===== config.mk =====
export PLATFORM = sky130hd
export DESIGN_NAME = nand_addr_seq
export DESIGN_NICKNAME = d
export VERILOG_FILES = /design/src/rtl/nseq_pkg.sv /design/src/rtl/nseq_decode.sv /design/src/rtl/nseq_shifter.sv /design/src/rtl/nand_addr_seq.sv
export SDC_FILE = /design/constraint.sdc
export NUM_CORES = 1
export LEC_CHECK = 0
export ABC_AREA = 1
export BUFFER_PORTS_ARGS = -buffer_cell sky130_fd_sc_hd__buf_2
export CORE_AREA = 2 2 84 86
export DETAILED_ROUTE_END_ITERATION = 8
export DIE_AREA = 0 0 86 88
export PLACE_DENSITY = 0.85
export SLEW_MARGIN = 20
export SYNTH_ARGS = -nofsm -noshare
export SYNTH_HDL_FRONTEND = slang
export SYNTH_SLANG_ARGS = --single-unit

===== constraint.sdc =====
create_clock -name clk -period 1.9 [get_ports clk]
set_input_delay 0.095 -clock clk [delete_from_list [all_inputs] [get_ports clk]]
set_output_delay 0.095 -clock clk [all_outputs]
set_load 0.005 [all_outputs]

===== src/rtl/nseq_pkg.sv =====
package nseq_pkg;
    // Fixed write-offset layout
    localparam int ADDR_W     = 24;
    localparam int DATA_W     = 32;
    localparam int F_OP1_LO   = 2;
    localparam int F_OP2_OK   = 10;
    localparam int F_OP2_LO   = 11;
    localparam int F_PHASE    = 19;
    localparam int F_ECC      = 20;
    localparam int F_NADDR_LO = 21;
    localparam int NADDR_W    = 3;

    typedef enum logic [1:0] {
        BK_DATA = 2'd0,
        BK_CMD  = 2'd1,
        BK_ADDR = 2'd2
    } byte_kind_t;

    typedef enum logic [2:0] {
        ST_IDLE,
        ST_SHIFT,
        ST_WAIT2,
        ST_GUARD,
        ST_WAIT_RB
    } seq_state_t;

    typedef struct packed {
        logic               is_data;
        logic               ecc_last;
        logic               op2_ok;
        logic [7:0]         op2;
        logic [7:0]         op1;
        logic [NADDR_W-1:0] naddr;
    } wr_fields_t;
endpackage


===== src/rtl/nseq_decode.sv =====
module nseq_decode
    import nseq_pkg::*;
(
    input  logic [ADDR_W-1:0] addr,
    output wr_fields_t        fld
);
    logic unused_low;
    assign unused_low = ^addr[F_OP1_LO-1:0];

    assign fld.is_data  = addr[F_PHASE];
    assign fld.ecc_last = addr[F_ECC];
    assign fld.op2_ok   = addr[F_OP2_OK];
    assign fld.op2      = addr[F_OP2_LO +: 8];
    assign fld.op1      = addr[F_OP1_LO +: 8];
    assign fld.naddr    = addr[F_NADDR_LO +: NADDR_W];
endmodule


===== src/rtl/nseq_shifter.sv =====
module nseq_shifter
    import nseq_pkg::*;
#(
    parameter int LANES = 4,
    parameter int PULSE = 2
) (
    input  logic                         clk,
    input  logic                         rst_n,
    input  logic                         load,
    input  logic [$clog2(LANES+2)-1:0]   load_cnt,
    input  logic [LANES:0][7:0]          load_val,
    input  logic [LANES:0][1:0]          load_kind,
    output logic                         active,
    output logic                         last_done,
    output logic [7:0]                   io,
    output byte_kind_t                   kind,
    output logic                         we_n
);
    localparam int SLOTS = LANES + 1;
    localparam int CW    = $clog2(LANES + 2);
    localparam int TW    = (2 * PULSE > 1) ? $clog2(2 * PULSE) : 1;
    localparam logic [TW-1:0] T_END  = TW'(2 * PULSE - 1);
    localparam logic [TW-1:0] T_HALF = TW'(PULSE);

    logic [SLOTS-1:0][7:0] val;
    logic [SLOTS-1:0][1:0] kinds;
    logic [CW-1:0]         cnt;
    logic [TW-1:0]         tmr;

    always_ff @(posedge clk) begin
        if (!rst_n) begin
            val   <= '0;
            kinds <= '0;
            cnt   <= '0;
            tmr   <= '0;
        end else if (load) begin
            val   <= load_val;
            kinds <= load_kind;
            cnt   <= load_cnt;
            tmr   <= '0;
        end else if (cnt != '0) begin
            if (tmr == T_END) begin
                tmr <= '0;
                cnt <= cnt - CW'(1);
                for (int i = 0; i < SLOTS - 1; i++) begin
                    val[i]   <= val[i+1];
                    kinds[i] <= kinds[i+1];
                end
                val[SLOTS-1]   <= '0;
                kinds[SLOTS-1] <= '0;
            end else begin
                tmr <= tmr + TW'(1);
            end
        end
    end

    assign active    = (cnt != '0);
    assign last_done = active && (cnt == CW'(1)) && (tmr == T_END);
    assign io        = active ? val[0] : 8'h00;
    assign kind      = active ? byte_kind_t'(kinds[0]) : BK_DATA;
    assign we_n      = !(active && (tmr < T_HALF));
endmodule


===== src/rtl/nand_addr_seq.sv =====
module nand_addr_seq
    import nseq_pkg::*;
#(
    parameter int PULSE_CYC = 2,
    parameter int TWB_CYC   = 3
) (
    input  logic              clk,
    input  logic              rst_n,
    input  logic              wr_valid,
    input  logic [ADDR_W-1:0] wr_addr,
    input  logic [DATA_W-1:0] wr_data,
    output logic              wr_ready,
    output logic [7:0]        nand_io,
    output logic              nand_ce_n,
    output logic              nand_cle,
    output logic              nand_ale,
    output logic              nand_we_n,
    input  logic              nand_rb_n,
    output logic              ecc_last
);
    localparam int LANES = DATA_W / 8;
    localparam int CW    = $clog2(LANES + 2);
    localparam int GW    = (TWB_CYC > 1) ? $clog2(TWB_CYC) : 1;

    seq_state_t           state, state_nx;
    wr_fields_t           fld;
    logic [NADDR_W-1:0]   addr_rem;
    logic                 trail_pend;
    logic [GW-1:0]        guard_cnt;
    logic                 accept;
    logic [LANES-1:0][7:0] lane;
    logic [LANES:0][7:0]  ld_val;
    logic [LANES:0][1:0]  ld_kind;
    logic [CW-1:0]        ld_cnt;
    logic [NADDR_W-1:0]   first_n;
    logic                 sh_active, sh_last, sh_we_n;
    logic [7:0]           sh_io;
    byte_kind_t           sh_kind;

    nseq_decode u_dec (.addr(wr_addr), .fld(fld));

    genvar g;
    for (g = 0; g < LANES; g++) begin : g_lane
        assign lane[g] = wr_data[8*g +: 8];
    end

    assign accept  = wr_valid && wr_ready;
    assign first_n = (fld.naddr > NADDR_W'(LANES)) ? NADDR_W'(LANES) : fld.naddr;

    // Byte list for the shifter
    always_comb begin
        ld_val  = '0;
        ld_kind = '0;
        ld_cnt  = '0;
        if (state == ST_WAIT2) begin
            for (int i = 0; i < LANES; i++) begin
                ld_val[i]  = lane[i];
                ld_kind[i] = BK_ADDR;
            end
            ld_cnt = CW'(addr_rem);
        end else if (fld.is_data) begin
            for (int i = 0; i < LANES; i++) begin
                ld_val[i]  = lane[i];
                ld_kind[i] = BK_DATA;
            end
            ld_val[LANES]  = fld.op2;
            ld_kind[LANES] = BK_CMD;
            ld_cnt = CW'(LANES) + CW'(fld.op2_ok);
        end else begin
            ld_val[0]  = fld.op1;
            ld_kind[0] = BK_CMD;
            for (int i = 0; i < LANES; i++) begin
                ld_val[i+1]  = lane[i];
                ld_kind[i+1] = BK_ADDR;
            end
            ld_cnt = CW'(1) + CW'(first_n);
        end
    end

    nseq_shifter #(.LANES(LANES), .PULSE(PULSE_CYC)) u_shift (
        .clk       (clk),
        .rst_n     (rst_n),
        .load      (accept),
        .load_cnt  (ld_cnt),
        .load_val  (ld_val),
        .load_kind (ld_kind),
        .active    (sh_active),
        .last_done (sh_last),
        .io        (sh_io),
        .kind      (sh_kind),
        .we_n      (sh_we_n)
    );

    // Next state
    always_comb begin
        state_nx = state;
        unique case (state)
            ST_IDLE:    if (accept) state_nx = ST_SHIFT;
            ST_SHIFT:   if (sh_last) begin
                            if (addr_rem != '0)  state_nx = ST_WAIT2;
                            else if (trail_pend) state_nx = ST_GUARD;
                            else                 state_nx = ST_IDLE;
                        end
            ST_WAIT2:   if (accept) state_nx = ST_SHIFT;
            ST_GUARD:   if (guard_cnt == GW'(TWB_CYC - 1)) state_nx = ST_WAIT_RB;
            ST_WAIT_RB: if (nand_rb_n) state_nx = ST_IDLE;
            default:    state_nx = ST_IDLE;
        endcase
    end

    // State register and phase bookkeeping
    always_ff @(posedge clk) begin
        if (!rst_n) begin
            state      <= ST_IDLE;
            addr_rem   <= '0;
            trail_pend <= 1'b0;
            guard_cnt  <= '0;
            ecc_last   <= 1'b0;
        end else begin
            state     <= state_nx;
            ecc_last  <= accept && (state == ST_IDLE) && fld.is_data && fld.ecc_last;
            guard_cnt <= (state == ST_GUARD) ? guard_cnt + GW'(1) : '0;
            if (accept && state == ST_IDLE) begin
                addr_rem   <= (!fld.is_data && fld.naddr > NADDR_W'(LANES))
                              ? fld.naddr - NADDR_W'(LANES) : '0;
                trail_pend <= fld.is_data && fld.op2_ok;
            end else if (accept && state == ST_WAIT2) begin
                addr_rem <= '0;
            end else if (state == ST_GUARD) begin
                trail_pend <= 1'b0;
            end
        end
    end

    // Outputs
    always_comb begin
        wr_ready  = (state == ST_IDLE) || (state == ST_WAIT2);
        nand_ce_n = (state == ST_IDLE);
        nand_io   = sh_io;
        nand_we_n = sh_we_n;
        nand_cle  = sh_active && (sh_kind == BK_CMD);
        nand_ale  = sh_active && (sh_kind == BK_ADDR);
    end
endmodule


==> results.json, run 1 <==
{
  "initial_core_util_pct": 53.4,
  "slew_headroom_pct": 68.6,
  "arrival_ps": 1720,
  "place_congestion": 0.850,
  "synthFlopType": "dfxtp_1",
  "fmax_mhz": 550,
  "die-area_um2": 7570,
  "clkPwrFrac_pct": 24.3,
  "async_reset_ff_share_pct": 0,
  "finalNonFillerCells": 701,
  "fillers": 606,
  "numCtsBuffers": 9,
  "antenna_found_initial": 0,
  "reg2reg_setup_slack_ps": 160,
  "vdd_drop_max_uv": 639,
  "route.detailed.drc": 0,
  "wl_per_cell_um": 12.6,
  "worstPathCellList": "inv_1 -> ha_1 -> nand2_2 -> clkinvlp_4 -> or2_2 -> buf_2",
  "cpPeakStageDelay_ps": 360,
  "antenna_left": 0,
  "critPathLaunch": "u_shift.cnt[0]",
  "synth_area_per_cell_um2": 6.43,
  "clk_pin_slew_ps": 70,
  "ys_warn_count": 0,
  "p_per_area_nw_per_um2": 1250,
  "min_to": "trail_pend",
  "slowest_stage": "dfxtp_1",
  "hold_depth": 3,
  "cp.depth": 6,
  "r2r_end": "u_shift.val[8]",
  "cp_top_family": "simple AND/OR/NAND/NOR gates",
  "core-area_um2": 6640,
  "ff2ff_path_depth": 10,
  "grt_start_max_net_pins": 44,
  "drv_slew": 0,
  "dp_cells": 683,
  "netlist_instances": 552,
  "synth_area_leader_cell": "dfxtp_1",
  "yosys.area_share.xor_xnor_pct": 0.247,
  "hold_viol_final": 0,
  "p_int_w": 0.00321,
  "yosysUniqueCellTypes": 28,
  "setup_violations": 0,
  "cts_tree": "built",
  "layout-area-overhead-vs-synth_pct": 18.3,
  "antenna_cells": 0,
  "p_seq_share_pct": 34.6,
  "via_per_inst": 5.17,
  "cts.sinks": 65,
  "synthMuxAreaShare_pct": 0,
  "syn_area_um2": 3550,
  "synth_top_family_by_area": "simple AND/OR/NAND/NOR gates",
  "worstSetupPathType": "reg -> out",
  "yosys_register_bits": 65,
  "rows": 30,
  "synthDominantCellAreaShare_pct": 36.7,
  "fp.dieW_um": 86,
  "fin_crit_sh_pct": 95.7,
  "critPathCaptureType": "output pin",
  "synth_fa_ha_area_share_pct": 2.12,
  "seq_area_frac_synth_pct": 36.7,
  "grt_pass1_wl_mm": 14.6,
  "port_buffers": 71,
  "drive_gt1_share_pct": 19.8,
  "dp_hpwl_mm": 6.07,
  "synthSimpleGateAreaFrac_pct": 34.4,
  "leakagePower_nw": 1.98,
  "regToRegStartpoint": "u_shift.cnt[0]",
  "worst_pin_slew_ps": 471,
  "clock_latency_ps": 340,
  "vias": 3626,
  "root_buffer": "clkbuf_8",
  "min_from": "wr_addr[10]",
  "worstPathRequired_ps": 1800,
  "status": "completed",
  "rsz0062_at_grt": "false",
  "dieHeight_um": 88,
  "cp_max_fo": 5,
  "track_usage_pct": 24.1,
  "hold_path_class": "in -> reg",
  "htreeDepth": 3,
  "drt_pass1_iterations": 5,
  "synth_compound_area_share_pct": 14.7,
  "syn-num-nets": 618,
  "regArea_um2": 1300,
  "cp.buffers_inverters": 3,
  "maxCapViolations": 0,
  "overflow": 0,
  "grt_pass1_vias": 3271,
  "multi_input_area_um2": 1840,
  "post-route-min-period_ps": 1820,
  "pin_count": 74,
  "start_kind": "register",
  "fin_nets": 683,
  "power_frac_comb_pct": 41.0,
  "switching_power_w": 0.00205,
  "synthTopCellsByArea": "dfxtp_1 37%, nand2_1 19%, nand3_1 7.1%",
  "tns_ps": 0,
  "clock_path_buffers": 2,
  "drt_first_iter_violations": 297,
  "finClkSkew_ps": 9.48,
  "wirelength_mm": 8.81,
  "switching_share_pct": 38.9,
  "synth-edff-count": 0
}
==> worst max-delay path by stage <==
| stage | slack, ps | endpoint |
|---|---|---|
| after floorplan | 410 | u_shift.val[10] |
| after global placement | 170 | u_shift.val[25] |
| after detailed placement | 60 | u_shift.val[0] |
| after CTS | 5 | nand_we_n |
| after global routing | 0.9 | nand_io[6] |
| final | 80 | nand_we_n |
==> cell usage after synthesis, types with 2 or more instances <==
cell type,instances
inv_2,3
o21ai_1,5
dfxtp_1,65
nand4_1,5
nor2_1,34
buf_2,18
a31oi_1,10
nor3_1,10
nand3_1,50
clkbuf_1,7
ha_1,6
buf_6,4
nand2_2,3
a21oi_1,22
nand2_4,2
a21oi_2,10
o21ai_0,38
inv_1,63
or2_2,3
nand2_1,184
o21ai_2,3
==> sequential cells by signal, summed over array words and instances, names as in the netlist <==
signal,cells
u_shift.cnt,3
state,3
ecc_last,1
addr_rem,3
u_shift.val,40
guard_cnt,2
trail_pend,1
u_shift.kinds,10
u_shift.tmr,2
==> worst reg2reg max path: stages, from the launching register on <==
cell and delay [ps]:
dfxtp_1 360, inv_1 90, ha_1 220, nand2_2 160
nand2_4 120, nand2_8 130, nand2_1 100, buf_6 200
a21oi_1 140, nand2_1 60, o21ai_0 70
==> stage by stage <==
stage                     power, W  util, %  instance area (um2)  setup WS, ps  hold WS (ps)
after global routing       0.00563     63.2                 4200         0.938          53.4
after detailed placement   0.00387     59.2                 3940          61.6           355
after CTS                  0.00514     62.6                 4160          4.53          15.2
after floorplan            0.00337        -                 3550           415           234
final                      0.00525     63.2                 4200          81.6          25.0
after global placement     0.00379     59.2                 3940           173           346
==> metal layers <==
metal  wire length (um)  global-route usage (%)  vias to the layer above
met5                  0                       0                        -
met2               4090                    40.2                      140
li1                   -                       -                     1880
met1               4000                    31.5                     1589
met4                191                    10.4                        0
met3                536                    3.11                       17
==> cells in the final DEF (no fill, tap or decap), types with 3 or more instances in the layout <==
master    count
nand3_1      50
buf_2        71
nor2_1       34
nand2_1     183
nand4_1       5
clkbuf_8     10
o21ai_1       5
nand2_2       3
a31oi_1      10
o21ai_2       3
buf_4         9
or2_2         3
o21ai_0      38
ha_1          6
a21oi_1      22
a21oi_2      10
inv_1        62
dfxtp_1      65
nor3_1       10
==> power by group through the flow <==
stage                     clock (W)  combinational, W  sequential, W
after floorplan                   0           0.00157        0.00181
after global placement            0           0.00197        0.00183
after detailed placement          0           0.00202        0.00184
after CTS                   0.00128           0.00204        0.00182
after global routing        0.00134           0.00244        0.00185
final                       0.00128           0.00216        0.00182
==> cell type report <==
| class | count | share of cell area (%) |
|---|---|---|
| Timing Repair Buffer | 84 | 11.5 |
| Multi-Input combinational cell | 390 | 43.9 |
| Tap cell | 80 | 2.38 |
| Inverter | 67 | 6.14 |
| Sequential cell | 65 | 31.0 |
| Clock buffer | 12 | 3.46 |
| Clock inverter | 3 | 1.55 |
==> cell families (layout without fill, tap and decap cells) <==
family / count (synthesis) / count (layout)
fa+ha+maj: 6 / 6
buf+inv: 97 / 166
flops: 65 / 65
compound gates: 91 / 91
simple gates: 292 / 292
xor+xnor: 1 / 1
==> timing repair <==
item                       4_1_cts  5_1_grt
hold buffers                     1        0
hold endpoints to repair         1        0
gates resized for setup          0        7
setup buffers                    0        2
setup endpoints to repair        0       31
(Power assumes the default switching activity.)
==> run 2: changes to the inputs <==
--- a/config.mk
+++ b/config.mk
@@ -7,11 +7,12 @@
 export LEC_CHECK = 0
 export ABC_AREA = 1
 export BUFFER_PORTS_ARGS = -buffer_cell sky130_fd_sc_hd__buf_2
-export CORE_AREA = 2 2 84 86
+export CORE_AREA = 2 2 86 88
 export DETAILED_ROUTE_END_ITERATION = 8
-export DIE_AREA = 0 0 86 88
-export PLACE_DENSITY = 0.85
+export DIE_AREA = 0 0 88 90
+export PLACE_DENSITY = 0.9
 export SLEW_MARGIN = 20
 export SYNTH_ARGS = -nofsm -noshare
 export SYNTH_HDL_FRONTEND = slang
+export SYNTH_HIERARCHICAL = 1
 export SYNTH_SLANG_ARGS = --single-unit
==> constraint.sdc (replaced) <==
create_clock -name clk -period 2.3 [get_ports clk]
set_input_delay 0.115 -clock clk [delete_from_list [all_inputs] [get_ports clk]]
set_output_delay 0.115 -clock clk [all_outputs]
set_load 0.005 [all_outputs]
==> results.json, run 2 <==
{
  "synthFlopType": "dfxtp_1",
  "synth_common_cells": "261 x nand2_1, 65 x dfxtp_1, 51 x inv_1",
  "antenna_cells": 0,
  "synth_area_leader_cell": "dfxtp_1",
  "numCtsBuffers": 9,
  "critPathLaunch": "u_shift/cnt[0]",
  "netlist_instances": 653,
  "setup_violations": 0,
  "regToRegStartpoint": "state[0]",
  "finClkSkew_ps": 9.64,
  "hold_path_class": "in -> reg",
  "top_register": "u_shift/val",
  "placed_area_um2": 4240,
  "arrival_ps": 1860,
  "worstSetupPathType": "reg -> out",
  "fin_nets": 750,
  "ff2ff_path_depth": 8,
  "worst_pin_slew_ps": 615,
  "synthDominantCellAreaShare_pct": 31.8,
  "synth_area_per_cell_um2": 6.26,
  "worstSetupEndpoint": "nand_we_n",
  "post_cts_buffers": 0,
  "cts_resized": 0,
  "cpMostUsedCell": "inv_1",
  "layout.cells.most_common": "nand2_1",
  "core-area_um2": 7020,
  "port_buffers": 71,
  "fillers": 659,
  "maxCapViolations": 0,
  "htreeDepth": 3,
  "slowest_stage": "dfxtp_1",
  "cpPeakStageDelay_ps": 390,
  "synth-edff-count": 0,
  "critPathCaptureType": "output pin",
  "async_reset_ff_share_pct": 0,
  "syn_area_um2": 4090,
  "leakagePower_nw": 2.15,
  "grt_start_max_net_pins": 61,
  "antenna_found_initial": 0,
  "cts.sinks": 65,
  "fin_crit_sh_pct": 86.1,
  "layout_common_cells": "261 x nand2_1, 71 x buf_2, 65 x dfxtp_1, 51 x inv_1, 50 x nand3_1",
  "root_buffer": "clkbuf_8",
  "rows": 31,
  "r2r_end": "u_shift/val[33]",
  "largest_register_ffs": 40,
  "yosysMostFrequentCell": "nand2_1",
  "cts_hold_buf": 0,
  "dieHeight_um": 90,
  "final_area_um2": 4390,
  "antenna_left": 0,
  "slew_headroom_pct": 59.0,
  "synthTopCellsByArea": "dfxtp_1 32%, nand2_1 24%, nand3_1 6.1%",
  "worstPathRequired_ps": 2180,
  "seq_area_frac_synth_pct": 31.8,
  "yosys_register_bits": 65,
  "drive_gt1_share_pct": 18.1,
  "drv_slew": 0,
  "hold_viol_final": 0,
  "ys_warn_count": 6,
  "yosysUniqueCellTypes": 31,
  "initial_core_util_pct": 58.3,
  "place_congestion": 0.840,
  "vias": 4081,
  "post-route-min-period_ps": 1980,
  "layout-area-overhead-vs-synth_pct": 7.40,
  "tns_ps": 0,
  "dp_hpwl_mm": 6.32,
  "rsz0062_at_grt": "false",
  "cp_max_fo": 12,
  "drt_pass1_iterations": 6,
  "clk_pin_slew_ps": 70,
  "vdd_drop_max_uv": 448,
  "worstPathCellList": "inv_1 -> ha_1 -> nand2_4 -> inv_1 -> or2_2 -> buf_2",
  "fmax_mhz": 505,
  "route.detailed.drc": 0,
  "grt_pass1_vias": 3697,
  "top_regs": "u_shift/val: 40 flops, u_shift/kinds: 10 flops",
  "drt_first_iter_violations": 356,
  "overflow": 0,
  "fp.dieW_um": 88,
  "track_usage_pct": 24.9,
  "via_per_inst": 5.18,
  "start_kind": "register",
  "wirelength_mm": 9.49,
  "wl_per_cell_um": 12.0,
  "die-area_um2": 7920,
  "pin_count": 74,
  "status": "completed",
  "clock_path_buffers": 2,
  "reg2reg_setup_slack_ps": 370,
  "p_per_area_nw_per_um2": 943,
  "grt_pass1_wl_mm": 15.9,
  "clock_latency_ps": 340,
  "cts_tree": "built"
}
-- run 2: per-stage QoR --
step	hold WS (ps)	setup WS (ps)	util [%]	instances	total power, W
floorplan	235	717	-	655	0.00301
global placement	374	505	60.4	772	0.00325
detailed placement	376	424	60.4	772	0.00333
CTS	13.1	320	62.6	788	0.00413
global route	20.1	176	62.6	788	0.00446
finish	20.7	320	62.6	788	0.00414
-- run 2: cells by family (layout without fill, tap and decap cells) --
group	count (synthesis)	in the layout	synth area share [%]
AND/OR/NAND/NOR	372	372	37.8
buffers and inverters	116	150	15.1
AO/OA/AOI/OAI	91	91	12.9
flip-flops	65	65	31.8
adder cells (fa/ha/maj)	6	6	1.84
XOR/XNOR	2	2	0.428
other	1	3	0.0917
-- run 2: worst max-delay path, delay by kind of cell, from the launching register on --
| family | cells | cell delay (ps) |
|---|---|---|
| fa+ha+maj | 1 | 250 |
| buf+inv | 3 | 430 |
| flops | 1 | 390 |
| simple gates | 2 | 470 |
-- run 2: worst min path at each step --
stage                 from  cells after the start               end  slack [ps]
2_1_floorplan        rst_n                      2  u_shift/kinds[0]         240
3_3_place_gp   wr_addr[20]                      3          ecc_last         370
3_5_place_dp   wr_addr[20]                      3          ecc_last         380
4_1_cts        wr_addr[20]                      3          ecc_last          10
5_1_grt        wr_addr[20]                      3          ecc_last          20
6_report       wr_addr[20]                      3          ecc_last          20
-- run 2: layout make-up --
cell class	count	area [um2]	area share, %
clock buffer	12	135	3.08
clock inverter	4	20.0	0.456
inverter	56	215	4.90
multi-input combinational	474	2180	49.6
sequential	65	1300	29.6
tap	99	124	2.82
timing repair buffer	78	420	9.57
-- run 2: per-layer routing --
layer / vias to the layer above / GRT usage (%) / routed length [um]
met3: 17 / 4.32 / 584
met1: 1836 / 32.2 / 4220
li1: 2072 / - / -
met5: - / 0 / 0
met2: 156 / 39.0 / 4490
met4: 0 / 13.5 / 193
-- run 2: power breakdown --
part           switching, W  total [W]  internal [W]
Clock              0.000422   0.000806      0.000385
Combinational       0.00125    0.00187      0.000624
Sequential         0.000131    0.00147       0.00134
Total               0.00180    0.00414       0.00235
==> run 3: changes to the inputs <==
--- a/config.mk
+++ b/config.mk
@@ -7,9 +7,9 @@
 export LEC_CHECK = 0
 export ABC_AREA = 1
 export BUFFER_PORTS_ARGS = -buffer_cell sky130_fd_sc_hd__buf_2
-export CORE_AREA = 2 2 86 88
+export CORE_AREA = 2 2 62 122
 export DETAILED_ROUTE_END_ITERATION = 8
-export DIE_AREA = 0 0 88 90
+export DIE_AREA = 0 0 64 124
 export PLACE_DENSITY = 0.9
 export SLEW_MARGIN = 20
 export SYNTH_ARGS = -nofsm -noshare
==> results.json, run 3 (synthesis gave the netlist of run 2 again) <==
{
  "top_register": "u_shift/val",
  "worstSetupEndpoint": "nand_we_n",
  "dieHeight_um": 124,
  "cp_max_fo": 12,
  "wirelength_mm": 10.1,
  "fin_crit_sh_pct": 84.0,
  "grtUsageMet1_pct": 28.1,
  "drive_gt1_share_pct": 18.7,
  "finClkSkew_ps": 3.59,
  "setup_violations": 0,
  "layout_common_cells": "261 x nand2_1, 71 x buf_2, 65 x dfxtp_1, 51 x inv_1, 50 x nand3_1",
  "holdWs_ps": 40.0,
  "vias": 4117,
  "cpMostUsedCell": "inv_1",
  "antenna_cells": 0,
  "regToRegStartpoint": "state[0]",
  "clock_latency_ps": 330,
  "initial_core_util_pct": 58.9,
  "p_per_area_nw_per_um2": 1030,
  "overflow": 0,
  "antenna_left": 0,
  "layout-area-overhead-vs-synth_pct": 10.9,
  "port_buffers": 71,
  "route.detailed.drc": 0,
  "pin_count": 74,
  "worstSetupPathType": "reg -> out",
  "via_per_inst": 5.27,
  "antenna_found_initial": 0,
  "grt.busiest_layer": "met2",
  "grt_use_met3_pct": 6.05,
  "grt_start_max_net_pins": 45,
  "cts_hold_buf": 0,
  "cpPeakStageDelay_ps": 380,
  "cts_resized": 0,
  "drt_first_iter_violations": 307,
  "top_regs": "u_shift/val: 40 flops, u_shift/kinds: 10 flops",
  "htreeDepth": 3,
  "hold_viol_final": 0,
  "post_cts_buffers": 0,
  "track_usage_pct": 27.0,
  "root_buffer": "clkbuf_16",
  "cts.sinks": 65,
  "place_congestion": 0.847,
  "reg2reg_setup_slack_ps": 460,
  "status": "completed",
  "fmax_mhz": 518,
  "maxCapViolations": 0,
  "arrival_ps": 1820,
  "tns_ps": 0,
  "drv_slew": 0,
  "rsz0062_at_grt": "false",
  "critPathCaptureType": "output pin",
  "start_kind": "register",
  "largest_register_ffs": 40,
  "cp.buffers_inverters": 3,
  "worstPathCellList": "inv_1 -> ha_1 -> nand2_4 -> inv_1 -> or2_2 -> buf_2",
  "wl_per_cell_um": 13.0,
  "hold_path_class": "in -> reg",
  "rows": 43,
  "critPathLaunch": "u_shift/cnt[0]",
  "met2_usage_pct": 47.5,
  "clock_path_buffers": 2,
  "post-route-min-period_ps": 1930,
  "grt_pass1_wl_mm": 16.6,
  "leakagePower_nw": 2.23,
  "cp.depth": 6,
  "fin_nets": 752,
  "fp.dieW_um": 64,
  "layout.cells.most_common": "nand2_1",
  "ff2ff_path_depth": 10,
  "worstPathRequired_ps": 2180,
  "grt_pass1_vias": 3790,
  "drt_pass1_iterations": 7,
  "dp_hpwl_mm": 6.95,
  "r2r_end": "u_shift/cnt[1]",
  "cts_tree": "built",
  "vdd_drop_max_uv": 770,
  "numCtsBuffers": 9,
  "die-area_um2": 7940,
  "clk_pin_slew_ps": 50,
  "core-area_um2": 6940,
  "slowest_stage": "dfxtp_1",
  "cp_top_family": "simple AND/OR/NAND/NOR gates"
}
-- run 3: how the worst min path moves through the flow --
stage	slack (ps)	cells past startpoint	end	startpoint
floorplan	240	2	u_shift/kinds[0]	rst_n
global placement	370	3	ecc_last	wr_addr[20]
detailed placement	380	3	ecc_last	wr_addr[20]
CTS	30	3	ecc_last	wr_addr[20]
global route	50	3	ecc_last	wr_addr[20]
finish	40	3	ecc_last	wr_addr[20]
-- run 3: tightest hold or removal path: stages --
cell and delay (ps):
buf_2 100, nand3_1 70, nor2_1 50
-- run 3: area by class of cell --
cell class,count,area [um2]
Sequential cell,65,1300
Fill cell,621,2400
Tap cell,90,113
Inverter,56,215
Clock buffer,14,284
Timing Repair Buffer,80,435
Multi-Input combinational cell,474,2180
Clock inverter,2,10.0
-- run 3: power breakdown --
group          switching [W]  internal [W]
clock               0.000481      0.000843
sequential          0.000132       0.00134
combinational        0.00126      0.000629
total                0.00187       0.00281
-- run 3: routing by layer --
layer | share of wire (%) | vias up
li1 | - | 2073
met1 | 37 | 1840
met2 | 52 | 172
met3 | 6.0 | 32
met4 | 4.5 | 0
met5 | 0 | -
-- run 3: stage by stage --
stage	total power, W	cells	area [um2]	setup WS [ps]	utilization (%)
2_1_floorplan	0.00301	655	4100	717	-
5_1_grt	0.00500	781	4540	184	65.4
3_5_place_dp	0.00335	765	4240	509	61.1
6_report	0.00468	781	4540	369	65.4
4_1_cts	0.00469	781	4540	337	65.4
3_3_place_gp	0.00327	765	4240	555	61.1
